$ cat src/rtl/errstat_pkg.sv
package errstat_pkg;

  // Strobes from control to datapath
  typedef struct packed {
    logic blkTick;   // a block result is present this cycle
    logic winClose;  // this block closes the current window
  } ctlStrobe_t;

  typedef enum logic [1:0] {
    BAND_NONE = 2'b00,
    BAND_LOW  = 2'b01,
    BAND_MID  = 2'b10,
    BAND_HIGH = 2'b11
  } errBand_e;

  function automatic errBand_e bandOf(input int unsigned cnt,
                                      input int unsigned lowMax,
                                      input int unsigned midMax);
    if (cnt == 0)           return BAND_NONE;
    else if (cnt <= lowMax) return BAND_LOW;
    else if (cnt <= midMax) return BAND_MID;
    else                    return BAND_HIGH;
  endfunction

endpackage

$ cat src/rtl/errstat_ctrl.sv
module errstat_ctrl
  import errstat_pkg::*;
#(
  parameter int WINDOW = 48
) (
  input  logic       clk,
  input  logic       rst,
  input  logic       blkStrobe,
  output ctlStrobe_t ctl
);
  localparam int IDX_W = (WINDOW > 1) ? $clog2(WINDOW) : 1;
  localparam logic [IDX_W-1:0] LAST_IDX = IDX_W'(WINDOW - 1);

  logic [IDX_W-1:0] blkIdx;
  logic             lastOfWin;

  assign lastOfWin = (blkIdx == LAST_IDX);

  always_ff @(posedge clk) begin
    if (rst) begin
      blkIdx <= '0;
    end else if (blkStrobe) begin
      if (lastOfWin) blkIdx <= '0;
      else           blkIdx <= blkIdx + 1'b1;
    end
  end

  always_comb begin
    ctl.blkTick  = blkStrobe;
    ctl.winClose = blkStrobe && lastOfWin;
  end

endmodule

$ cat src/rtl/errstat_dp.sv
module errstat_dp
  import errstat_pkg::*;
#(
  parameter int WINDOW  = 48,
  parameter int LOW_MAX = 20,
  parameter int MID_MAX = 40
) (
  input  logic       clk,
  input  logic       rst,
  input  ctlStrobe_t ctl,
  input  logic       blkErr,
  output logic [1:0] errCode
);
  localparam int CNT_W = $clog2(WINDOW + 1);

  logic [CNT_W-1:0] errCnt;
  logic [CNT_W-1:0] errNext;
  errBand_e         codeQ;

  assign errNext = errCnt + CNT_W'(blkErr);

  always_ff @(posedge clk) begin
    if (rst) begin
      errCnt <= '0;
      codeQ  <= BAND_NONE;
    end else if (ctl.winClose) begin
      codeQ  <= bandOf(int'(errNext), LOW_MAX, MID_MAX);
      errCnt <= '0;
    end else if (ctl.blkTick) begin
      errCnt <= errNext;
    end
  end

  assign errCode = codeQ;

endmodule

$ cat src/rtl/errstat_sync.sv
module errstat_sync
  import errstat_pkg::*;
#(
  parameter int PULSE_CYCLES = 16
) (
  input  logic       clk,
  input  logic       rst,
  input  ctlStrobe_t ctl,
  input  logic       inSync,
  input  logic       pulseMode,
  input  logic       dataDetect,
  output logic       syncOut,
  output logic       noData
);
  localparam int PW = $clog2(PULSE_CYCLES + 1);
  localparam logic [PW-1:0] PULSE_LOAD = PW'(PULSE_CYCLES);

  logic          prevSync;
  logic [PW-1:0] pulseCnt;
  logic          pulseOn;

  always_ff @(posedge clk) begin
    if (rst) begin
      prevSync <= 1'b0;
      pulseCnt <= '0;
    end else if (ctl.blkTick) begin
      prevSync <= inSync;
      pulseCnt <= inSync ? PULSE_LOAD : '0;
    end else if (pulseCnt != '0) begin
      pulseCnt <= pulseCnt - 1'b1;
    end
  end

  assign pulseOn = (pulseCnt != '0);
  assign syncOut = pulseMode ? (!prevSync || pulseOn) : !prevSync;

  always_ff @(posedge clk) begin
    if (rst) noData <= 1'b1;
    else     noData <= !dataDetect;
  end

endmodule

$ cat src/rtl/errstat_top.sv
module errstat_top
  import errstat_pkg::*;
#(
  parameter int WINDOW       = 48,
  parameter int LOW_MAX      = 20,
  parameter int MID_MAX      = 40,
  parameter int PULSE_CYCLES = 16
) (
  input  logic       clk,
  input  logic       rst,
  input  logic       blkStrobe,
  input  logic       blkErr,
  input  logic       inSync,
  input  logic       pulseMode,
  input  logic       dataDetect,
  output logic [1:0] errCode,
  output logic       syncOut,
  output logic       noData
);
  ctlStrobe_t ctl;

  errstat_ctrl #(.WINDOW(WINDOW)) u_ctrl (
    .clk(clk), .rst(rst), .blkStrobe(blkStrobe), .ctl(ctl)
  );

  errstat_dp #(.WINDOW(WINDOW), .LOW_MAX(LOW_MAX), .MID_MAX(MID_MAX)) u_dp (
    .clk(clk), .rst(rst), .ctl(ctl), .blkErr(blkErr), .errCode(errCode)
  );

  errstat_sync #(.PULSE_CYCLES(PULSE_CYCLES)) u_sync (
    .clk(clk), .rst(rst), .ctl(ctl), .inSync(inSync), .pulseMode(pulseMode),
    .dataDetect(dataDetect), .syncOut(syncOut), .noData(noData)
  );

endmodule

$ cat config.mk
export PLATFORM = sky130hd
export DESIGN_NAME = errstat_top
export DESIGN_NICKNAME = d
export VERILOG_FILES = /design/src/rtl/errstat_pkg.sv /design/src/rtl/errstat_ctrl.sv /design/src/rtl/errstat_dp.sv /design/src/rtl/errstat_sync.sv /design/src/rtl/errstat_top.sv
export SDC_FILE = /design/constraint.sdc
export NUM_CORES = 1
export LEC_CHECK = 0
export ABC_AREA = 1
export BUFFER_PORTS_ARGS = -buffer_cell sky130_fd_sc_hd__buf_2
export CAP_MARGIN = 40
export CORE_ASPECT_RATIO = 0.9
export CORE_MARGIN = 10
export CORE_UTILIZATION = 55
export DETAILED_ROUTE_END_ITERATION = 10
export PLACE_DENSITY_LB_ADDON = 0.05
export SKIP_LAST_GASP = 1
export SYNTH_ARGS = -nofsm -noshare
export SYNTH_HDL_FRONTEND = slang
export SYNTH_SLANG_ARGS = --single-unit
export TNS_END_PERCENT = 30
$ cat constraint.sdc
create_clock -name clk -period 3.35 [get_ports clk]
set_input_delay 0.8375 -clock clk [delete_from_list [all_inputs] [get_ports clk]]
set_output_delay 0.8375 -clock clk [all_outputs]
set_load 0.02 [all_outputs]
# Yosys cells after proc, flatten, opt, wreduce, memory -nomap -nowiden
# Index checks and enable logic that the tools add are counted.
[word_totals]
regBits = 21
latchBits = 0
ramBits = 0
rom_bits = 0
inputBits = 7
out_inout_bits = 4
mem_count = 0
[classes]
n_addsub = 3
mul = 0
div = 0
order_cmp = 2
eq_ne = 1
shift = 0
mux = 8
bitwise_logic = 0
reduce_logical = 8
[ops]
columns = ["cell", "count"]
rows = [
  ["$mux 5", 3],
  ["$add 6x1->6", 1],
  ["$add 6x1->6 const B", 1],
  ["$eq 6x6->1 const B", 1],
  ["$le 6x5->1 const B", 1],
  ["$le 6x6->1 const B", 1],
  ["$logic_not 6->1", 1],
  ["$mux 6", 1],
  ["$reduce_bool 5->1", 1],
  ["$sub 5x1->5 const B", 1],
  ["$mux 2", 2],
  ["$logic_not 1->1", 2],
  ["$mux 1", 2],
  ["$reduce_bool 2->1", 1],
  ["$reduce_or 2->1", 1],
  ["$logic_and 1x1->1", 1],
  ["$logic_or 1x1->1", 1],
]

# Depth between registers and ports, before layout
# Gate-level depths: netlist (run 1).
[depth]
ltp_word = 5
mapped_depth = 12

# By module
# Synthesis (run 1) repeated with hierarchy kept, for this count alone.
[hier_totals]
cells_unflattened = 160
area_unflattened_um2 = 1099.8
[by_module_without_submodules]
columns = ["mod", "n_inst", "cells_per_inst", "area_per_inst_um2"]
rows = [
  ["errstat_dp", 1, 78, 495.5],
  ["errstat_sync", 1, 42, 310.3],
  ["errstat_ctrl", 1, 40, 294.0],
]

# Least setup slack after synthesis (run 1)
# OpenSTA, ideal clock, no wires.
[synth_timing]
path_type = "input -> register"
startpoint = "input blkErr"
endpoint = "register u_dp.codeQ[1] (netlist: u_dp.errCode[1])"
setup_time_ns = 0.112
arrival_time_ns = 1.899
path_slack_ns = 1.339
stages = 10
cell_sequence = "ha_1 ha_1 nor2_1 inv_1 nor2_1 nand3_1 nor2_1 nor2_1 nand2_1 nand2_1"
[synth_between]
elab_chain_len = 4
elab_cells_between_ends = 5
[synth_lines]
columns = ["element", "line_no", "source"]
rows = [
  ["from (decl)", "errstat_top.sv:12", "input logic blkErr,"],
  ["$add 6x1->6 (*)", "errstat_dp.sv:20", "assign errNext = errCnt + CNT_W'(blkErr);"],
  ["via u_dp.errNext[1]", "errstat_dp.sv:17", "logic [CNT_W-1:0] errNext;"],
  ["$le 6x5->1", "errstat_pkg.sv:20", "else if (cnt <= lowMax) return BAND_LOW;"],
  ["$mux 2", "errstat_pkg.sv:20", ""],
  ["$mux 2 (*)", "errstat_pkg.sv:19", "if (cnt == 0) return BAND_NONE;"],
  ["to (signal assigned)", "errstat_dp.sv:27", "codeQ <= bandOf(int'(errNext), LOW_MAX, MID_MAX);"],
  ["to (decl)", "errstat_dp.sv:18", "errBand_e codeQ;"],
]
# The timed path passes the listed nets; every way through them passes the cells marked *.
# A chain may end at the register's enable or synchronous reset.

# Worst setup path in the final report (run 1)
[layout_timing]
startpoint = "register u_sync.pulseCnt[0]"
endpoint = "output syncOut"
[layout_between]
elab_chain_len = 3
[layout_lines]
columns = ["element", "line_no", "source"]
rows = [
  ["from (decl)", "errstat_sync.sv:19", "logic [PW-1:0] pulseCnt;"],
  ["from (signal assigned)", "errstat_sync.sv:28", "pulseCnt <= inSync ? PULSE_LOAD : '0;"],
  ["from (signal assigned)", "errstat_sync.sv:30", "pulseCnt <= pulseCnt - 1'b1;"],
  ["$reduce_bool 5->1", "errstat_sync.sv:34", "assign pulseOn = (pulseCnt != '0);"],
  ["$logic_or 1x1->1", "errstat_sync.sv:35", "assign syncOut = pulseMode ? (!prevSync || pulseOn) : !prevSync;"],
  ["$mux 1", "errstat_sync.sv:35", ""],
  ["to (decl)", "errstat_top.sv:17", "output logic syncOut,"],
]
# Every way passes these cells.

==> summary.md, run 1 <==
| Metric | Value |
|---|---|
| Initial core utilization | `60.4%` |
| # IOs | `11` |
| Worst-path clk slew | `between 0.1 and 0.15 ns` |
| Sequential power share | `between 50% and 60%` |
| Syn Nets | `~160` |
| Cts bufs inserted | `3` |
| Area leader, netlist | `dfxtp_1` |
| Total chip power | `567 uW` |
| Pins over their slew limit | `0` |
| Critical Path Start Type | `flip-flop` |
| Post-route ant nets | `0` |
| RSZ-0062 raised after global routing | `false` |
| Netlist cell types | `24` |
| Clock sink count | `21` |
| Final HPWL DP | `1520 um` |
| Hold_buf cts | `0` |
| Drt first pass iters | `5` |
| Asr flop ratio synth | `0%` |
| Seq/Total Area, Yosys | `39.8%` |
| CTS tree | `done` |
| Core Rows | `14` |
| Setup Buffers After CTS | `0` |
| Wire length on met3 | `roughly 150 um` |
| Leak Pwr | `0.542 nW` |
| H-tree levels | `1` |
| PostCTS Resize Cnt | `0` |
| Global-route wire length before repair | `3310 um` |
| Number of fill cells in the layout | `159` |
| Initial DRC count | `45` |
| Hold Slack | `0.457 ns` |
| Die Y | `61.6 um` |
| Slowest CP cell | `dfxtp_1` |
| Final setup violating endpoints | `0` |
| Internal power | `376 uW` |
| Final hold viol count | `0` |
| EDFF count, synth | `0` |
| Via-to-Cell Ratio | `5.19` |
| Vias in the first global route | `about 770` |
| Yosys Warn Count | `0` |
| CP required | `2.51 ns` |
| Multi-input logic area | `about 560 sq um` |
| # port buffers | `10` |
| Layout cells sized above 1 | `11.2%` |
| Cell area after synthesis | `around 1100 sq um` |
| Largest net degree at the start of global routing | `18` |
| Placed cells | `181` |
| Tmin final | `2.31 ns` |
| Final WL | `1990 um` |
| Final Skew | `0.00396 ns` |
| Max cap viols | `0` |
| Combinational power share | `26.9%` |
| Worst-Margin Slew | `0.313 ns` |
| Initial antenna violation count | `0` |
| Commonest non-fill, non-tap cell in the layout | `nand2_1` |
| Status | `finished clean` |
| Final Core Density | `roughly 66%` |
| Dominant synthesized flop cell | `dfxtp_1` |
| # diodes | `0` |
| Gr usage total | `between 10% and 20%` |
| Core Region | `between 1500 and 2000 sq um` |
| Max transition margin | `79.0%` |
| Top Layer Used | `met4` |
| Fmax | `roughly 430 MHz` |
| Clk_lat worst skew | `0.31 ns` |
| Post-Synthesis Cells | `149` |
| Final-stage net count | `174` |
| WL met2 | `891 um` |
| Final std cells w/o fill | `185` |
| Final period utilization | `between 60% and 70%` |
| CP peak stage delay | `0.32 ns` |
| Synth area leaders | `dfxtp_1 (40%), nand2_1 (15%), nor2_1 (7.8%)` |
| Root buf cell | `clkbuf_4` |
| DR WL/cell | `10.7 um` |
| Clock Path Buffers | `2` |
| Sequential Area | `420 sq um` |
| Critical-path cell list | `inv_1 > ha_1 > nand3_1 > nand2_1 > nand2_1 > buf_2` |
| NetSw | `about 190 uW` |
| Vias after detailed routing | `960` |
| Die X | `66.2 um` |
| Crit Path Max Fanout | `7` |
| Crit Path Category | `flip-flop to output port` |
| Syn Area/Cell | `about 7.1 sq um` |
| Pwr Density | `492 nW/um^2` |
| Crit. End Element | `output port` |
| DRC Markers | `0` |
| DIE AREA | `4080 sq um` |
| Gr ovfl total | `0` |
| Synth Register Bits | `21` |
| Met1 WL | `930 um` |
| Routability cong. | `about 0.9` |
| Clock power frac | `22.0%` |
| CP arrival | `1.47 ns` |
| Commonest cells after routing, fill and taps aside | `nand2_1 (41), nor2_1 (22), dfxtp_1 (21)` |
| Worst hold path type | `flip-flop to flip-flop` |
| Most common cell on crit path | `nand2_1` |
| Final setup TNS | `0 ns` |
| Synth top area share | `approximately two fifths` |
| Worst vdd ir | `0.000313 V` |
| Area Growth Syn to Fin | `8.99%` |
| Sw Share | `33.6%` |
## final cells by class
class / count / area share, %
clock buffer: 3 / 1.95
clock inverter: 1 / 0.434
inverter: 18 / 5.86
multi-input combinational: 108 / 48.3
sequential: 21 / 36.5
tap: 24 / 2.61
timing repair buffer: 10 / 4.34
## worst paths after layout
path | startpoint | end | slack [ns] | cells past startpoint
setup / recovery | u_sync.pulseCnt[0]$_SDFFE_PP0P_ | syncOut | 1.04 | 6
hold / removal | u_dp.errCode[1]$_SDFFE_PP0P_ | u_dp.errCode[1]$_SDFFE_PP0P_ | 0.46 | 2
setup reg to reg | u_dp.errCnt[0]$_SDFFE_PP0P_ | u_dp.errCode[0]$_SDFFE_PP0P_ | 1.78 | 12
hold reg to reg | u_dp.errCode[1]$_SDFFE_PP0P_ | u_dp.errCode[1]$_SDFFE_PP0P_ | 0.46 | 2
## layer usage
layer | up-vias | global-route usage, %
li1 | 504 | -
met1 | 427 | 12.2
met2 | 25 | 16.6
met3 | 4 | 4.36
met4 | 0 | 3.58
met5 | - | 0
## critical path: cells and delay by family, from the launching register on
family | cells | cell delay (ns)
buffers and inverters | 2 | 0.29
and+or+nand+nor | 3 | 0.40
adders and majority gates | 1 | 0.17
DFF | 1 | 0.32
## Yosys cell counts (all sizes together) (2+ instances only)
| cell | number |
|---|---|
| nand2 | 42 |
| and3 | 2 |
| nor3 | 2 |
| nand3 | 10 |
| o21ai | 4 |
| ha | 5 |
| nor2 | 22 |
| buf | 2 |
| inv | 18 |
| a211oi | 5 |
| xor2 | 2 |
| a21oi | 8 |
| dfxtp | 21 |
## power by group through the flow
| stage | Combinational, mW | Sequential (mW) | Clock [mW] |
|---|---|---|---|
| after detailed placement | 0.151 | 0.295 | 0 |
| after floorplan | 0.124 | 0.292 | 0 |
| after global routing | 0.178 | 0.293 | 0.138 |
| after CTS | 0.152 | 0.290 | 0.129 |
| final | 0.152 | 0.290 | 0.125 |
| after global placement | 0.146 | 0.294 | 0 |
## through the flow
| step | instance area (sq um) | worst slack, ns |
|---|---|---|
| floorplan | 1060 | 1.34 |
| global placement | 1120 | 1.17 |
| detailed placement | 1120 | 1.13 |
| CTS | 1150 | 1.05 |
| global route | 1150 | 0.928 |
| finish | 1150 | 1.04 |
## kinds of logic after synthesis
logic type / synth area share (%)
adders and majority gates: 5.92
DFF: 39.8
buffers and inverters: 7.57
xor gates and xnor gates: 2.49
and+or+nand+nor: 32.7
AOI/OAI and AO/OA: 11.6
## registers in the layout, indices dropped and copies added (netlist names)
register,count
u_dp.errCode,2
u_sync.pulseCnt,5
u_sync.prevSync,1
u_sync.noData,1
u_ctrl.blkIdx,6
u_dp.errCnt,6
No activity file was read; power rests on OpenSTA's default activity.
==> inputs of run 2 (changes only) <==
CORE_UTILIZATION = 50   (was 55)
clock period = 1.98 ns   (was 3.35 ns; I/O delays follow)
==> summary.md, run 2 (synthesized netlist as in run 1, its figures left out) <==
| Metric | Value |
|---|---|
| Crit Path Category | `flip-flop to output port` |
| Hold_buf cts | `0 (unchanged)` |
| Commonest cells after routing, fill and taps aside | `nand2_1 (41), nor2_1 (22), dfxtp_1 (21)` |
| Leak Pwr | `0.549 nW (+1.3%)` |
| Number of fill cells in the layout | `198 (+25%)` |
| DIE AREA | `4360 sq um (+6.8%)` |
| Core Region | `1970 sq um (+13%)` |
| CP peak stage delay | `0.33 ns (about the same)` |
| CP required | `1.48 ns (-1.03 ns)` |
| Worst vdd ir | `0.000644 V (+110%)` |
| Worst hold path type | `input port to flip-flop` |
| Final setup violating endpoints | `0 (unchanged)` |
| Clk_lat worst skew | `0.30 ns (about the same)` |
| CP arrival | `1.28 ns (-0.19 ns)` |
| Multi-input logic area | `557 sq um (unchanged)` |
| Critical Path Start Type | `flip-flop` |
| Commonest non-fill, non-tap cell in the layout | `nand2_1` |
| RSZ-0062 raised after global routing | `false` |
| Max cap viols | `0 (unchanged)` |
| Sequential Area | `420 sq um (unchanged)` |
| Vias in the first global route | `840 (+9.4%)` |
| Final setup TNS | `0 ns (unchanged)` |
| Final Skew | `0.00760 ns (+0.00364 ns)` |
| Largest net degree at the start of global routing | `17 (-1)` |
| Reg2reg setup slack | `0.40 ns (-1.38 ns)` |
| Initial DRC count | `62 (+38%)` |
| Worst R2R Path Depth | `11 (-1)` |
| Crit-path leading delay family | `flip-flops` |
| Setup Buffers After CTS | `0 (unchanged)` |
| Die Y | `63.6 um (+3.3%)` |
| Initial antenna violation count | `0 (unchanged)` |
| Final HPWL DP | `1590 um (+4.6%)` |
| Global-route wire length before repair | `3610 um (+8.9%)` |
| Tmin final | `1.77 ns` |
| Layout cells sized above 1 | `11.7% (+0.48 points)` |
| Routability cong. | `0.781 (-15%)` |
| Critical-path cell list | `inv_1 > ha_1 > nand3_1 > nand2_1 > nand2_1 > buf_2` |
| Via-to-Cell Ratio | `5.02 (-3.3%)` |
| Max transition margin | `78.1% (-0.90 points)` |
| Initial core utilization | `53.7% (-6.7 points)` |
| Worst Setup Slack, final | `0.205 ns (-0.837 ns)` |
| Root buf cell | `clkbuf_4` |
| Pre-CTS WS | `0.125 ns (-1.01 ns)` |
| Clock sink count | `21 (unchanged)` |
| Drt first pass iters | `4 (-1)` |
| Worst-Margin Slew | `0.327 ns (+0.0134 ns)` |
| Clock Path Buffers | `2 (unchanged)` |
| DRC Markers | `0 (unchanged)` |
| RR Startpoint | `u_dp.errCnt[0]$_SDFFE_PP0P_` |
| Largest registers | `u_ctrl.blkIdx: 6 flops, u_dp.errCnt: 6 flops, u_sync.pulseCnt: 5 flops` |
| Fmax | `564 MHz` |
| PostCTS Resize Cnt | `0 (unchanged)` |
| Gr usage total | `10.3% (-0.086 points)` |
| DR WL/cell | `10.8 um (+0.73%)` |
| Hold Startpoint | `dataDetect` |
| Bufs and invs on worst path | `2 (unchanged)` |
| Vias after detailed routing | `943 (-1.8%)` |
| Crit. End Element | `output port` |
| Pins over their slew limit | `0 (unchanged)` |
| Slowest CP cell | `dfxtp_1` |
| Most common cell on crit path | `nand2_1` |
| Worst R2R End | `u_dp.errCode[0]$_SDFFE_PP0P_` |
| Worst-path clk slew | `0.12 ns (about the same)` |
| Die X | `68.5 um (+3.4%)` |
| End of the worst hold path | `u_sync.noData$_SDFF_PP1_` |
| Gr ovfl total | `0 (unchanged)` |
| # diodes | `0 (unchanged)` |
| Worst Hold Depth | `2 (unchanged)` |
| Pwr Density | `838 nW/um^2 (+70%)` |
| Area Growth Syn to Fin | `10.4%` |
| Final hold viol count | `0 (unchanged)` |
| # port buffers | `10 (unchanged)` |
| Final-stage net count | `176 (+1.1%)` |
| CTS tree | `done` |
| Final WL | `2030 um (+2.4%)` |
| Post-route ant nets | `0 (unchanged)` |
| Cts bufs inserted | `3 (unchanged)` |
| Final Core Density | `59.2% (-6.5 points)` |
| # IOs | `11 (unchanged)` |
| Crit Path Max Fanout | `5 (-2)` |
| Core Rows | `15 (+1)` |
| Status | `finished clean` |
| Final period utilization | `89.6%` |
| H-tree levels | `1 (unchanged)` |
==> run 2: layout make-up <==
type                       count  share of cell area [%]
inverter                      18                    5.79
sequential                    21                    36.0
multi-input combinational    108                    47.7
tap                           25                    2.68
timing repair buffer          12                    5.57
clock buffer                   4                    2.25
==> run 2: power breakdown <==
| group | switching (mW) | total (mW) | internal (mW) | leakage (nW) |
|---|---|---|---|---|
| Clock | 0.123 | 0.201 | 0.0784 | 0.0150 |
| Sequential | 0.0269 | 0.491 | 0.464 | 0.172 |
| Combinational | 0.167 | 0.287 | 0.120 | 0.362 |
==> run 2: worst max path at each step <==
stage          depth (start not counted)                             from                      endpoint  slack (ns)
2_1_floorplan                         10                           blkErr  u_dp.errCode[1]$_SDFFE_PP0P_        0.31
3_3_place_gp                          13                           blkErr  u_dp.errCode[0]$_SDFFE_PP0P_        0.12
3_5_place_dp                          13                           blkErr  u_dp.errCode[0]$_SDFFE_PP0P_        0.13
4_1_cts                                6  u_sync.pulseCnt[0]$_SDFFE_PP0P_                       syncOut        0.18
5_1_grt                                6  u_sync.pulseCnt[0]$_SDFFE_PP0P_                       syncOut        0.05
6_report                               6  u_sync.pulseCnt[0]$_SDFFE_PP0P_                       syncOut        0.21
==> run 2: per-layer routing <==
metal  up-vias  part of all wire [%]  GRT usage [%]
li1        503                     -              -
met1       428                    49           13.0
met2        10                    47           16.1
met3         2                   3.5           3.89
met4         0                  0.94           1.51
met5         -                     0              0
==> run 2: per-stage QoR <==
stage | hold WS [ns] | cell area (sq um) | cells | total power, mW
6_report | 0.347 | 1170 | 188 | 0.979
5_1_grt | 0.328 | 1170 | 188 | 1.06
4_1_cts | 0.336 | 1170 | 188 | 0.987
3_5_place_dp | 0.441 | 1140 | 184 | 0.782
3_3_place_gp | 0.434 | 1140 | 184 | 0.774
2_1_floorplan | 0.435 | 1060 | 149 | 0.703
